## config.mk

```make
export PLATFORM = sky130hd
export DESIGN_NAME = txq_tx
export DESIGN_NICKNAME = d
export VERILOG_FILES = /design/src/rtl/txq_pkg.sv /design/src/rtl/txq_fifo.sv /design/src/rtl/txq_framer.sv /design/src/rtl/txq_room_flag.sv /design/src/rtl/txq_tx.sv
export SDC_FILE = /design/constraint.sdc
export NUM_CORES = 1
export LEC_CHECK = 0
export ABC_AREA = 1
export BUFFER_PORTS_ARGS = -buffer_cell sky130_fd_sc_hd__buf_4
export CORE_ASPECT_RATIO = 1.75
export CORE_UTILIZATION = 40
export CTS_CLUSTER_DIAMETER = 50
export CTS_CLUSTER_SIZE = 28
export DETAILED_ROUTE_END_ITERATION = 8
export PLACE_DENSITY = 0.56
export SLEW_MARGIN = 15
export SYNTH_ARGS = -nofsm -noshare
export SYNTH_HDL_FRONTEND = slang
export SYNTH_SLANG_ARGS = --single-unit
```

## constraint.sdc

```tcl
create_clock -name clk -period 1 [get_ports clk]
set_input_delay 0.05 -clock clk [delete_from_list [all_inputs] [get_ports clk]]
set_output_delay 0.05 -clock clk [all_outputs]
set_load 0.03 [all_outputs]
```

## src/rtl/txq_pkg.sv

```systemverilog
package txq_pkg;
  typedef enum logic [2:0] {
    PH_IDLE  = 3'd0,
    PH_START = 3'd1,
    PH_DATA  = 3'd2,
    PH_PAR   = 3'd3,
    PH_STOP  = 3'd4
  } tx_phase_e;
endpackage

```

## src/rtl/txq_fifo.sv

```systemverilog
module txq_fifo #(
  parameter int DW    = 8,
  parameter int DEPTH = 16,
  localparam int CW   = $clog2(DEPTH + 1),
  localparam int PW   = (DEPTH > 1) ? $clog2(DEPTH) : 1
) (
  input  logic          clk,
  input  logic          rst_ni,
  input  logic          push,
  input  logic [DW-1:0] push_data,
  input  logic          pop,
  output logic [DW-1:0] pop_data,
  output logic [CW-1:0] count,
  output logic          nonempty
);
  logic [DW-1:0] mem [DEPTH];
  logic [PW-1:0] wp_q, wp_d, rp_q, rp_d;
  logic [CW-1:0] cnt_q, cnt_d;
  logic          full, wr_ok;

  assign full     = (cnt_q == CW'(DEPTH));
  assign wr_ok    = push & ~full;
  assign nonempty = (cnt_q != '0);
  assign count    = cnt_q;
  assign pop_data = mem[rp_q];

  always_comb begin
    wp_d  = wp_q;
    rp_d  = rp_q;
    cnt_d = cnt_q;
    if (wr_ok) wp_d = (wp_q == PW'(DEPTH - 1)) ? '0 : wp_q + 1'b1;
    if (pop)   rp_d = (rp_q == PW'(DEPTH - 1)) ? '0 : rp_q + 1'b1;
    unique case ({wr_ok, pop})
      2'b10:   cnt_d = cnt_q + 1'b1;
      2'b01:   cnt_d = cnt_q - 1'b1;
      default: cnt_d = cnt_q;
    endcase
  end

  always_ff @(posedge clk or negedge rst_ni) begin
    if (!rst_ni) begin
      wp_q  <= '0;
      rp_q  <= '0;
      cnt_q <= '0;
    end else begin
      wp_q  <= wp_d;
      rp_q  <= rp_d;
      cnt_q <= cnt_d;
    end
  end

  for (genvar i = 0; i < DEPTH; i++) begin : g_slot
    always_ff @(posedge clk) begin
      if (wr_ok && (wp_q == PW'(i))) mem[i] <= push_data;
    end
  end

  p_count_bound_r1: assert property (@(posedge clk) disable iff (!rst_ni)
    cnt_q <= CW'(DEPTH));
  p_full_drop_r3: assert property (@(posedge clk) disable iff (!rst_ni)
    (full && push && !pop) |=> (cnt_q == $past(cnt_q)));
  p_pop_nonempty_r2: assert property (@(posedge clk) disable iff (!rst_ni)
    pop |-> (cnt_q != '0));
endmodule

```

## src/rtl/txq_framer.sv

```systemverilog
module txq_framer #(
  parameter int DW  = 8,
  localparam int BW = $clog2(DW + 1)
) (
  input  logic          clk,
  input  logic          rst_ni,
  input  logic          tx_en,
  input  logic          baud_tick,
  input  logic          par_odd,
  input  logic          avail,
  input  logic [DW-1:0] pop_data,
  output logic          pop,
  output logic          txd
);
  import txq_pkg::*;

  tx_phase_e     ph_q, ph_d;
  logic [DW-1:0] sh_q, sh_d;
  logic [BW-1:0] bit_q, bit_d;
  logic          par_q, par_d;
  logic          txd_q, txd_d;
  logic          load;

  assign load = tx_en && baud_tick && avail && (ph_q == PH_IDLE || ph_q == PH_STOP);
  assign pop  = load;
  assign txd  = txd_q;

  always_comb begin
    ph_d  = ph_q;
    sh_d  = sh_q;
    bit_d = bit_q;
    par_d = par_q;
    txd_d = txd_q;
    if (!tx_en) begin
      ph_d  = PH_IDLE;
      txd_d = 1'b1;
      bit_d = '0;
    end else if (baud_tick) begin
      unique case (ph_q)
        PH_START: begin
          txd_d = sh_q[0];
          sh_d  = sh_q >> 1;
          bit_d = BW'(1);
          ph_d  = PH_DATA;
        end
        PH_DATA: begin
          if (bit_q == BW'(DW)) begin
            txd_d = par_q;
            ph_d  = PH_PAR;
          end else begin
            txd_d = sh_q[0];
            sh_d  = sh_q >> 1;
            bit_d = bit_q + 1'b1;
          end
        end
        PH_PAR: begin
          txd_d = 1'b1;
          ph_d  = PH_STOP;
        end
        PH_STOP: begin
          txd_d = 1'b1;
          ph_d  = PH_IDLE;
        end
        default: begin
          txd_d = 1'b1;
          ph_d  = PH_IDLE;
        end
      endcase
      if (load) begin
        sh_d  = pop_data;
        par_d = (^pop_data) ^ par_odd;
        txd_d = 1'b0;
        bit_d = '0;
        ph_d  = PH_START;
      end
    end
  end

  always_ff @(posedge clk or negedge rst_ni) begin
    if (!rst_ni) begin
      ph_q  <= PH_IDLE;
      sh_q  <= '0;
      bit_q <= '0;
      par_q <= 1'b0;
      txd_q <= 1'b1;
    end else begin
      ph_q  <= ph_d;
      sh_q  <= sh_d;
      bit_q <= bit_d;
      par_q <= par_d;
      txd_q <= txd_d;
    end
  end

  p_line_high_off_r7: assert property (@(posedge clk) disable iff (!rst_ni)
    !tx_en |=> txd_q);
  p_no_load_off_r7: assert property (@(posedge clk) disable iff (!rst_ni)
    !tx_en |-> !pop);
  p_load_on_tick_r9: assert property (@(posedge clk) disable iff (!rst_ni)
    pop |-> baud_tick);
  p_start_low_r5: assert property (@(posedge clk) disable iff (!rst_ni)
    pop |=> !txd_q);
  p_stable_between_r5: assert property (@(posedge clk) disable iff (!rst_ni)
    (tx_en && !baud_tick) |=> $stable(txd_q));
endmodule

```

## src/rtl/txq_room_flag.sv

```systemverilog
module txq_room_flag #(
  parameter int CW = 5
) (
  input  logic          clk,
  input  logic          rst_ni,
  input  logic [CW-1:0] count,
  input  logic [CW-1:0] trig,
  input  logic          clr,
  output logic          flag
);
  logic below, flag_q, flag_d;

  assign below  = (count <= trig);
  assign flag_d = below | (flag_q & ~clr);
  assign flag   = flag_q;

  always_ff @(posedge clk or negedge rst_ni) begin
    if (!rst_ni) flag_q <= 1'b1;
    else         flag_q <= flag_d;
  end

  p_flag_set_r8: assert property (@(posedge clk) disable iff (!rst_ni)
    below |=> flag_q);
  p_flag_hold_r8: assert property (@(posedge clk) disable iff (!rst_ni)
    (flag_q && !clr) |=> flag_q);
endmodule

```

## src/rtl/txq_tx.sv

```systemverilog
module txq_tx #(
  parameter int DW    = 8,
  parameter int DEPTH = 16,
  localparam int CW   = $clog2(DEPTH + 1)
) (
  input  logic          clk,
  input  logic          rst_n,
  input  logic          tx_en,
  input  logic          baud_tick,
  input  logic          par_odd,
  input  logic          wr_en,
  input  logic [DW-1:0] wr_data,
  input  logic [CW-1:0] trig_lvl,
  input  logic          room_clr,
  output logic [CW-1:0] occ_count,
  output logic          room_flag,
  output logic          txd
);
  logic [1:0]    rs_q;
  logic          rst_ni;
  logic          pop, avail;
  logic [DW-1:0] head;

  always_ff @(posedge clk or negedge rst_n) begin
    if (!rst_n) rs_q <= '0;
    else        rs_q <= {rs_q[0], 1'b1};
  end
  assign rst_ni = rs_q[1];

  txq_fifo #(.DW(DW), .DEPTH(DEPTH)) u_fifo (
    .clk(clk), .rst_ni(rst_ni), .push(wr_en), .push_data(wr_data),
    .pop(pop), .pop_data(head), .count(occ_count), .nonempty(avail)
  );

  txq_framer #(.DW(DW)) u_framer (
    .clk(clk), .rst_ni(rst_ni), .tx_en(tx_en), .baud_tick(baud_tick),
    .par_odd(par_odd), .avail(avail), .pop_data(head), .pop(pop), .txd(txd)
  );

  txq_room_flag #(.CW(CW)) u_flag (
    .clk(clk), .rst_ni(rst_ni), .count(occ_count), .trig(trig_lvl),
    .clr(room_clr), .flag(room_flag)
  );

  p_same_cycle_r10: assert property (@(posedge clk) disable iff (!rst_ni)
    (wr_en && pop && occ_count != CW'(DEPTH)) |=> (occ_count == $past(occ_count)));
endmodule

```

==> flow_metrics.py, run 1 <==
metrics = {
    "outcome": {
        "status": "finished with violations",
        "violations": "negative setup slack",
    },
    "power": {
        "p_comb_share_pct": 52.6,
        "p_sw_uw": 12700,
        "swShare_pct": 40.5,
        "p_leak_uw": 0.00431,
        "p_per_area_mw_per_mm2": 3040,
        "pwr-share-clk_pct": 19.4,
        "p_int_uw": 18700,
        "vdd_drop_max_uv": 1510,
        "sequentialPowerShare_pct": 28.0,
    },
    "sta": {
        "setup_violations": 166,
        "period_minus_slack_ps": 2100,
        "fin_ws_ps": -1100,
        "skew_ps": 7.73,
        "max_freq_mhz": 477,
        "maxSlewViolCount": 0,
        "hold_violations": 0,
        "tns_ps": -119040,
        "rsz0062_at_grt": "true",
        "final.period_utilization_pct": 210,
    },
    "worst_setup_path": {
        "critPathMaxStageDelay_ps": 420,
        "critPathSlowestCell": "dfrtp_2",
        "crit_family": "simple AND/OR/NAND/NOR gates",
        "crit_start": "u_fifo.count[3]$_DFFE_PN0P_",
        "r2r-end": "u_fifo.count[2]$_DFFE_PN0P_",
        "cp_common_cell": "ha_4",
        "end_kind": "flop",
        "cp-start-kind": "flop",
        "crit_path_cell_trace": "nor4_4, nand2_1, nand2_4, inv_4, ha_4, xor2_4, ha_4, inv_2, nand2_2, buf_4, xnor2_2, o21ai_1",
        "critPathKind": "flop to flop",
        "cp.arrival_ps": 2410,
        "rr_startpoint": "u_fifo.count[3]$_DFFE_PN0P_",
        "ff2ff_setup_slack_ps": -1100,
        "timing.critical_path.to": "u_fifo.count[2]$_DFFE_PN0P_",
        "path_buf_inv": 3,
        "crit_required_ps": 1320,
        "crit_cells": 12,
        "crit_fanout": 2,
        "r2r_cells": 12,
    },
    "yosys": {
        "synth-seq-area-share_pct": 61.6,
        "syn_nets": 795,
        "synth_top_area_share_pct": 50.7,
        "yosys.area.top_type": "edfxtp_1",
        "synth_common_cells": "nand2_1, edfxtp_1, inv_1",
        "synth.avg_cell_area_sq_um": 9.96,
        "synth_cells": 761,
        "synth_edf_count": 128,
        "synth.distinct_cells": 42,
        "syn-cell-area_sq_mm": 0.00758,
        "synth_flop_cell": "edfxtp_1",
        "synthArstFlopShare_pct": 20.5,
        "yosys-top-cells-area": "edfxtp_1, dfrtp_1, nand2_1",
        "yosysMostFrequentCell": "nand2_1",
        "ys_warn_count": 0,
        "ys_ff_latch": 161,
    },
    "global_routing": {
        "use_met3_pct": 2.90,
        "grtUsageTotal_pct": 21.9,
        "grt_pass1_vias": 5777,
        "overflow": 0,
        "grt_max_degree": 32,
        "antenna_found_initial": 0,
        "grtUsageMet1_pct": 23.1,
        "grt_most_used_layer": "met2",
        "use_met2_pct": 41.4,
        "grt_pass1_wl_mm": 31.1,
    },
    "die": {
        "die_area_sq_mm": 0.0195,
        "dieHeight_microns": 184,
        "boundaryPins": 27,
        "start_util_pct": 40.8,
        "core_area_sq_mm": 0.0186,
        "rows": 66,
        "die-width_microns": 106,
    },
    "drt": {
        "wl_per_cell_microns": 18.0,
        "route.antenna.remaining_nets": 0,
        "dr.pass1.iters": 4,
        "via_per_inst": 5.02,
        "drc": 0,
        "dr.first_iter.drc_count": 392,
        "drt_wl_total_mm": 20.6,
        "vias": 5742,
    },
    "clocking": {
        "ctsRootBufferMaster": "clkbuf_16",
        "cts.sinks": 161,
        "cts_tree": "built",
        "clk_pin_slew_worst_paths_ps": 70,
        "htreeDepth": 4,
        "clkLatencyLatePin_ps": 430,
        "numCtsBuffers": 17,
        "clock_path_buffers": 2,
    },
    "place": {
        "port_buffers": 26,
        "place_area_sq_mm": 0.00897,
        "hpwl_mm": 13.2,
        "gp_congestion": 0.829,
    },
    "finish": {
        "nNetsFinal": 927,
        "fin_area_sq_mm": 0.0103,
        "fillers": 1568,
        "diodes": 0,
        "drive_gt1_share_pct": 33.4,
        "area_delta_synth_final_pct": 36.1,
    },
    "flow_run": {
        "drv_cap": 0,
    },
    "worst_hold_path": {
        "holdCritPathClass": "primary input to flop",
        "worstHoldStart": "wr_data[2]",
    },
}
-- sequential cells by signal (all words and copies together) (netlist names) --
name            flops
u_fifo.mem        128
u_framer.sh_q       8
u_fifo.count        5
u_fifo.rp_q         4
u_fifo.wp_q         4
u_framer.bit_q      4
u_framer.ph_q       3
rs_q                2
u_flag.flag         1
u_framer.par_q      1
u_framer.txd        1
-- power by group through the flow --
stage	Clock [uW]	Combinational [uW]	Sequential, uW
2_1_floorplan	0	8110	9070
3_3_place_gp	0	12800	8830
3_5_place_dp	0	13000	8870
4_1_cts	6190	15500	8790
5_1_grt	6410	17800	8890
6_report	6100	16500	8790
-- area by class of cell --
class	count	area [sq um]	area share (%)
Sequential cell	161	4680	45.3
Tap cell	238	298	2.89
Inverter	100	395	3.83
Clock inverter	15	124	1.20
Clock buffer	17	425	4.12
Multi-Input combinational cell	471	2910	28.2
Timing Repair Buffer	142	1490	14.5
-- placed cells by master, fill, tap and decap left out, types with 4 or more instances in the layout --
master         count
a21oi_1            7
a31oi_1            8
buf_12            11
buf_16             7
buf_4             85
buf_6             25
clkbuf_16         18
clkinv_4           4
dfrtp_1           26
dfrtp_2            5
dlygate4sd3_1     12
edfxtp_1         128
ha_1              12
inv_1             78
inv_2             17
inv_6              6
nand2_1          166
nand2_2           16
nand2_4           10
nand2_8            4
nand3_1           60
nand3_2           29
nor2_1            45
nor2_2             9
nor2_4            23
nor3_1             4
o211ai_1           6
o211ai_2           5
o21ai_0           14
o21ai_1           22
-- metal layers --
layer / share of wire (%) / up-vias
met5: 0 / -
li1: - / 2799
met4: 4.1 / 0
met3: 3.2 / 38
met2: 56 / 111
met1: 37 / 2794
-- per-stage QoR --
step,util [%],hold WS (ps),power [uW],std cells,setup slack [ps]
3_5_place_dp,48.3,-166,21900,1081,-1110
6_report,55.5,12.1,31400,1144,-1100
4_1_cts,54.5,1.78,30400,1140,-1030
2_1_floorplan,-,-246,17200,761,-1410
5_1_grt,55.5,3.26,33100,1144,-1190
3_3_place_gp,48.3,-167,21600,1081,-993
-- worst register-to-register path: stages, from the launching register on --
cell,delay (ps)
dfrtp_2,420
nor4_4,290
nand2_1,130
nand2_4,100
inv_4,40
ha_4,170
xor2_4,190
ha_4,170
inv_2,40
nand2_2,50
buf_4,140
xnor2_2,150
o21ai_1,90
-- cells by family after synthesis --
logic type / synth area share, %
simple gates: 21.9
flops: 61.6
buf+inv: 7.54
compound gates: 5.64
fa+ha+maj: 2.31
xor+xnor: 0.924
other cells: 0.0495
-- worst min path at each step --
| stage | end | slack (ps) | cells past startpoint |
|---|---|---|---|
| finish | u_fifo.mem[3][2]$_DFFE_PP_ | 10 | 1 |
| floorplan | rs_q[0]$_DFF_PN0_ | -250 | 0 |
| global placement | rs_q[0]$_DFF_PN0_ | -170 | 1 |
| global route | u_fifo.mem[0][2]$_DFFE_PP_ | 3 | 1 |
| detailed placement | rs_q[0]$_DFF_PN0_ | -170 | 1 |
| CTS | u_fifo.mem[7][2]$_DFFE_PP_ | 2 | 1 |
-- repair_timing --
action	4_1_cts	5_1_grt
endpoints found under the setup margin	166	166
pin swaps	43	25
buffers inserted	14	7
endpoints found under the hold margin	102	0
gates resized for setup	83	43
gates cloned	7	1
hold buffers	12	0
No activity file was read; power rests on OpenSTA's default activity.
==> run 2, diff against run 1 <==
--- a/config.mk
+++ b/config.mk
@@ -13,6 +13,7 @@
 export CTS_CLUSTER_SIZE = 28
 export DETAILED_ROUTE_END_ITERATION = 8
 export PLACE_DENSITY = 0.56
+export SETUP_SLACK_MARGIN = 0.5
 export SLEW_MARGIN = 15
 export SYNTH_ARGS = -nofsm -noshare
 export SYNTH_HDL_FRONTEND = slang
==> run 2 against run 1 <==
The flow finishes with violations (negative hold slack, negative setup slack); largest cell class unchanged; design area up 4.5%; clock-buffer cell count grew 3; critical endpoint is now u_framer.par_q$_DFFE_PN0P_; combinational power grew 5%; clock skew shrank 1.8 ps; global-route usage rose by 0.35 points; cell count increased by 1.0%.
==> flow_metrics.py, run 2 (same netlist as run 1, synthesis figures left out) <==
metrics = {
    "worst_setup_path": {
        "crit_family": "simple AND/OR/NAND/NOR gates",
        "critPathKind": "flop to flop",
        "cp-start-kind": "flop",
        "end_kind": "flop",
        "crit_required_ps": 1320,
        "critPathSlowestCell": "dfrtp_4",
        "crit_fanout": 8,
        "cp_common_cell": "nand2_1",
        "critPathMaxStageDelay_ps": 540,
        "cp.arrival_ps": 2440,
        "r2r_cells": 17,
        "crit_cells": 17,
        "crit_path_cell_trace": "inv_8, buf_12, buf_16, buf_8, buf_4, o21ai_2, nand3_2, nand3_2, nand2_4, inv_2, nand2_1, nand2_1, nand2_1, nand2_1, nand3_1, nand3_1, nand2_1",
        "path_buf_inv": 6,
    },
    "global_routing": {
        "grt_pass1_vias": 5928,
        "grtUsageTotal_pct": 22.2,
        "grt_max_degree": 29,
        "overflow": 0,
        "grt_pass1_wl_mm": 32.0,
        "antenna_found_initial": 0,
    },
    "sta": {
        "rsz0062_at_grt": "true",
        "final.period_utilization_pct": 212,
        "maxSlewViolCount": 0,
        "period_minus_slack_ps": 2120,
        "skew_ps": 5.94,
        "setup_violations": 166,
        "tns_ps": -122390,
        "max_freq_mhz": 471,
        "hold_ws_ps": -191,
        "fin_ws_ps": -1120,
        "hold_violations": 74,
    },
    "clocking": {
        "cts.sinks": 161,
        "ctsRootBufferMaster": "clkbuf_16",
        "numCtsBuffers": 17,
        "clock_path_buffers": 2,
        "ctsHoldBuffers": 1,
        "htreeDepth": 4,
        "cts_tree": "built",
        "clk_pin_slew_worst_paths_ps": 60,
        "clkLatencyLatePin_ps": 430,
    },
    "worst_hold_path": {
        "hold_path_depth": 2,
        "holdCritPathClass": "primary input to flop",
    },
    "die": {
        "die_area_sq_mm": 0.0195,
        "boundaryPins": 27,
        "start_util_pct": 40.8,
        "die-width_microns": 106,
        "dieHeight_microns": 184,
        "rows": 66,
        "core_area_sq_mm": 0.0186,
    },
    "drt": {
        "route.antenna.remaining_nets": 0,
        "via_per_inst": 5.06,
        "dr.first_iter.drc_count": 364,
        "vias": 5853,
        "dr.pass1.iters": 6,
        "drc": 0,
        "drt_wl_total_mm": 20.9,
        "wl_per_cell_microns": 18.0,
    },
    "place": {
        "port_buffers": 26,
        "dp_slack_ps": -1130,
        "hpwl_mm": 12.9,
        "gp_congestion": 0.795,
    },
    "finish": {
        "nNetsFinal": 940,
        "final_common_cell": "nand2_1",
        "diodes": 0,
        "drive_gt1_share_pct": 36.8,
        "area_delta_synth_final_pct": 42.3,
        "largest_reg_flops": 128,
        "top_regs": "u_fifo.mem: 128 flops, u_framer.sh_q: 8 flops, u_fifo.count: 5 flops",
        "final_core_util_pct": 58.0,
        "layout_common_cells": "nand2_1, edfxtp_1, buf_4",
        "top_register": "u_fifo.mem",
    },
    "outcome": {
        "violations": "negative hold slack, negative setup slack",
        "status": "finished with violations",
    },
    "power": {
        "p_total_uw": 32700,
        "p_leak_uw": 0.00450,
        "vdd_drop_max_uv": 1380,
        "p_per_area_mw_per_mm2": 3030,
    },
    "flow_run": {
        "drv_cap": 0,
    },
}
==> run 2: worst register-to-register path, stage by stage (launching register included) <==
cell and delay, ps:
dfrtp_4 540, inv_8 70, buf_12 130, buf_16 140
buf_8 140, buf_4 140, o21ai_2 120, nand3_2 100
nand3_2 110, nand2_4 60, inv_2 50, nand2_1 40
nand2_1 50, nand2_1 50, nand2_1 70, nand3_1 70
nand3_1 80, nand2_1 50
==> run 2: layout make-up <==
cell class | instances | area (sq um)
Clock inverter | 11 | 140
Multi-Input combinational cell | 472 | 3080
Clock buffer | 20 | 437
Sequential cell | 161 | 4690
Fill cell | 1520 | 7800
Inverter | 100 | 400
Timing Repair Buffer | 154 | 1750
Tap cell | 238 | 298
==> run 2: timing repair <==
item	in CTS	in global routing
resized for setup	82	92
setup endpoints to repair	197	168
pin swaps	26	47
buffers inserted	15	13
gates cloned	6	1
endpoints found under the hold margin	128	123
==> run 2: per-layer routing <==
| layer | GRT usage, % | up-vias | part of all wire [%] | wire length [microns] |
|---|---|---|---|---|
| li1 | - | 2819 | - | - |
| met1 | 24.3 | 2868 | 38 | 7920 |
| met2 | 41.3 | 131 | 56 | 11600 |
| met3 | 3.57 | 35 | 3.1 | 653 |
| met4 | 10.5 | 0 | 3.3 | 683 |
| met5 | 0 | - | 0 | 0 |
==> run 2: per-stage QoR <==
stage               cell area [sq um]  instances
finish                          10800       1156
global route                    10800       1156
CTS                             10300       1142
detailed placement               9060       1089
global placement                 9060       1089
floorplan                        7890        761
==> run 2: worst paths after layout <==
path | endpoint | slack (ps) | start
max | u_framer.par_q$_DFFE_PN0P_ | -1120 | u_fifo.rp_q[0]$_DFFE_PN0P_
min | u_flag.flag$_DFF_PN1_ | -190 | room_clr
max reg2reg | u_framer.par_q$_DFFE_PN0P_ | -1120 | u_fifo.rp_q[0]$_DFFE_PN0P_
min reg2reg | u_fifo.wp_q[1]$_DFFE_PN0P_ | 280 | rs_q[1]$_DFF_PN0_
max in group asynchronous | u_framer.txd$_DFFE_PN1P_ | 500 | rs_q[1]$_DFF_PN0_
min in group asynchronous | rs_q[1]$_DFF_PN0_ | -60 | rst_n
==> run 2: report_power, final <==
part / switching (uW) / internal (uW) / total, uW
Sequential: 609 / 8280 / 8890
Clock: 2570 / 3890 / 6450
Combinational: 9520 / 7850 / 17400
Total: 12700 / 20000 / 32700
==> run 3, diff against run 2 <==
--- a/config.mk
+++ b/config.mk
@@ -5,14 +5,14 @@
 export SDC_FILE = /design/constraint.sdc
 export NUM_CORES = 1
 export LEC_CHECK = 0
-export ABC_AREA = 1
 export BUFFER_PORTS_ARGS = -buffer_cell sky130_fd_sc_hd__buf_4
 export CORE_ASPECT_RATIO = 1.75
 export CORE_UTILIZATION = 40
 export CTS_CLUSTER_DIAMETER = 50
 export CTS_CLUSTER_SIZE = 28
 export DETAILED_ROUTE_END_ITERATION = 8
-export PLACE_DENSITY = 0.56
+export MAX_ROUTING_LAYER = met4
+export PLACE_DENSITY = 0.54
 export SETUP_SLACK_MARGIN = 0.5
 export SLEW_MARGIN = 15
 export SYNTH_ARGS = -nofsm -noshare
==> constraint.sdc (replaced) <==
create_clock -name clk -period 2.5 [get_ports clk]
set_input_delay 0.125 -clock clk [delete_from_list [all_inputs] [get_ports clk]]
set_output_delay 0.125 -clock clk [all_outputs]
set_load 0.03 [all_outputs]
==> run 3 against run 2 <==
The run ends with negative setup slack left; critical path depth is 10 lower; first-iteration DRC count is 46% lower; via count is 33% lower; fmax is 17% lower; sequential power is 60% lower; wire length is 26% lower; combinational power is 77% lower; critical path type unchanged; largest cell class unchanged; largest power group unchanged.
==> flow_metrics.py, run 3 <==
metrics = {
    "drt": {
        "dr.max_layer_used": "met4",
        "met1_length_mm": 5.72,
        "vias": 3909,
        "dr_wl_met3_microns": 493,
        "wl_per_cell_microns": 20.7,
        "dr.first_iter.drc_count": 198,
        "dr.pass1.iters": 4,
        "drc": 0,
        "route.antenna.remaining_nets": 0,
        "wl_met2_mm": 8.77,
        "drt_wl_total_mm": 15.3,
        "via_per_inst": 5.28,
    },
    "yosys": {
        "yosys.area.top_type": "edfxtp_1",
        "synthArstFlopShare_pct": 20.5,
        "yosys-top-cells-area": "edfxtp_1, dfrtp_1, mux4_2",
        "synth_cells": 419,
        "synth_top_area_share_pct": 55.1,
        "synth.avg_cell_area_sq_um": 16.6,
        "synth-seq-area-share_pct": 67.0,
        "yosysMostFrequentCell": "edfxtp_1",
        "synth_common_cells": "edfxtp_1, nand2_1, dfrtp_1",
        "synth_edf_count": 128,
        "synth.distinct_cells": 51,
        "synth_flop_cell": "edfxtp_1",
        "syn_nets": 453,
        "ys_ff_latch": 161,
        "syn-cell-area_sq_mm": 0.00697,
        "ys_warn_count": 0,
    },
    "outcome": {
        "violations": "negative setup slack",
        "status": "finished with violations",
    },
    "die": {
        "start_util_pct": 40.9,
        "boundaryPins": 27,
        "rows": 63,
        "die_area_sq_mm": 0.0180,
        "dieHeight_microns": 177,
        "core_area_sq_mm": 0.0170,
        "die-width_microns": 102,
    },
    "clocking": {
        "htreeDepth": 4,
        "numCtsBuffers": 17,
        "cts_tree": "built",
        "cts.sinks": 161,
        "clk_pin_slew_worst_paths_ps": 60,
        "clkLatencyLatePin_ps": 430,
        "clock_path_buffers": 2,
        "ctsRootBufferMaster": "clkbuf_16",
    },
    "place": {
        "place_inst": 676,
        "gp_congestion": 0.774,
        "port_buffers": 26,
        "hpwl_mm": 10.5,
    },
    "finish": {
        "top_register": "u_fifo.mem",
        "largest_reg_flops": 128,
        "final_common_cell": "edfxtp_1",
        "diodes": 0,
        "final_cells": 740,
        "drive_gt1_share_pct": 40.4,
        "top_regs": "u_fifo.mem: 128 flops, u_framer.sh_q: 8 flops, u_fifo.count: 5 flops",
        "layout_common_cells": "edfxtp_1, buf_4, mux4_2",
        "nNetsFinal": 534,
        "area_delta_synth_final_pct": 26.7,
    },
    "sta": {
        "skew_ps": 8.09,
        "maxSlewHeadroom_pct": 33.0,
        "hold_violations": 0,
        "rsz0062_at_grt": "true",
        "maxSlewViolCount": 0,
        "final.period_utilization_pct": 102,
        "period_minus_slack_ps": 2550,
        "max_freq_mhz": 392,
        "setup_violations": 1,
        "fin_ws_ps": -52.6,
        "worst_slew_pin_slew_ps": 1000,
    },
    "worst_hold_path": {
        "hold_path_depth": 4,
        "worstHoldStart": "room_clr",
        "min_to": "u_flag.flag$_DFF_PN1_",
        "holdCritPathClass": "primary input to flop",
    },
    "power": {
        "vdd_drop_max_uv": 789,
        "p_per_area_mw_per_mm2": 1140,
        "p_total_uw": 10100,
        "p_leak_uw": 0.00323,
    },
    "worst_setup_path": {
        "crit_fanout": 16,
        "critPathKind": "flop to flop",
        "rr_startpoint": "u_fifo.rp_q[0]$_DFFE_PN0P_",
        "crit_required_ps": 2850,
        "r2r-end": "u_framer.par_q$_DFFE_PN0P_",
        "cp-start-kind": "flop",
        "ff2ff_setup_slack_ps": -50,
        "cp.arrival_ps": 2900,
        "end_kind": "flop",
        "r2r_cells": 7,
    },
    "global_routing": {
        "antenna_found_initial": 0,
        "grt_pass1_wl_mm": 23.3,
        "grt_pass1_vias": 4119,
        "grtUsageTotal_pct": 19.0,
        "overflow": 0,
        "grt_max_degree": 25,
    },
    "flow_run": {
        "drv_cap": 0,
    },
}
## run 3: cells by family after synthesis
family / synth area share, %
AO/OA/AOI/OAI: 4.65
XOR/XNOR: 2.23
adder cells (fa/ha/maj): 2.51
buffers and inverters: 2.73
flip-flops: 67.0
multiplexers: 14.1
other: 0.0538
AND/OR/NAND/NOR: 6.71
## run 3: what timing repair did
| item | in CTS | in global routing |
|---|---|---|
| endpoints found under the setup margin | 72 | 47 |
| setup buffers | 12 | 13 |
| pin swaps | 20 | 21 |
| resized for setup | 37 | 36 |
| hold buffers | 5 | 0 |
| gates cloned | 0 | 2 |
| hold endpoints to repair | 52 | 0 |
## run 3: power breakdown
group | total, uW | internal [uW] | switching [uW] | leakage, uW
Combinational | 3940 | 2170 | 1770 | 0.00139
Sequential | 3590 | 3300 | 292 | 0.00156
Clock | 2560 | 1560 | 999 | 0.000280
Total | 10100 | 7040 | 3060 | 0.00323
## run 3: worst max path at each step
stage	from	end	slack (ps)
2_1_floorplan	u_fifo.count[1]$_DFFE_PN0P_	u_fifo.count[2]$_DFFE_PN0P_	-210
3_3_place_gp	u_fifo.rp_q[0]$_DFFE_PN0P_	u_framer.par_q$_DFFE_PN0P_	-210
3_5_place_dp	u_fifo.rp_q[0]$_DFFE_PN0P_	u_framer.par_q$_DFFE_PN0P_	-270
4_1_cts	u_fifo.rp_q[0]$_DFFE_PN0P_	u_framer.par_q$_DFFE_PN0P_	-80
5_1_grt	u_fifo.rp_q[0]$_DFFE_PN0P_	u_framer.par_q$_DFFE_PN0P_	-180
6_report	u_fifo.rp_q[0]$_DFFE_PN0P_	u_framer.par_q$_DFFE_PN0P_	-50
## run 3: worst max-delay path, stage by stage, from the launching register on
cell and delay, ps:
dfrtp_4 500, buf_12 190, mux4_2 510, mux4_2 540, xnor2_2 220, xnor2_2 140
xnor3_1 240, o21ai_1 130
## run 3: stage by stage
stage | hold WS [ps] | setup WS, ps | util (%) | instance area, sq um | TNS (ps)
4_1_cts | 3.99 | -80.5 | 50.2 | 8550 | -80.5
2_1_floorplan | -171 | -206 | - | 7150 | -456
3_3_place_gp | -91.3 | -213 | 45.1 | 7680 | -213
5_1_grt | 20.4 | -176 | 51.9 | 8830 | -291
6_report | 13.3 | -52.6 | 51.9 | 8830 | -52.6
3_5_place_dp | -89.3 | -271 | 45.1 | 7680 | -271
## run 3: layout make-up
cell class / instances / area, sq um
multi-input combinational: 221 / 2420
tap: 227 / 284
clock inverter: 11 / 138
fill: 1420 / 8200
timing repair buffer: 81 / 792
sequential: 161 / 4680
inverter: 18 / 70.1
clock buffer: 21 / 440
## run 3: routing by layer
metal,global-route usage [%],vias to the layer above
met5,-,-
met4,8.27,0
met3,3.87,24
met2,34.7,76
met1,19.1,2015
li1,-,1794
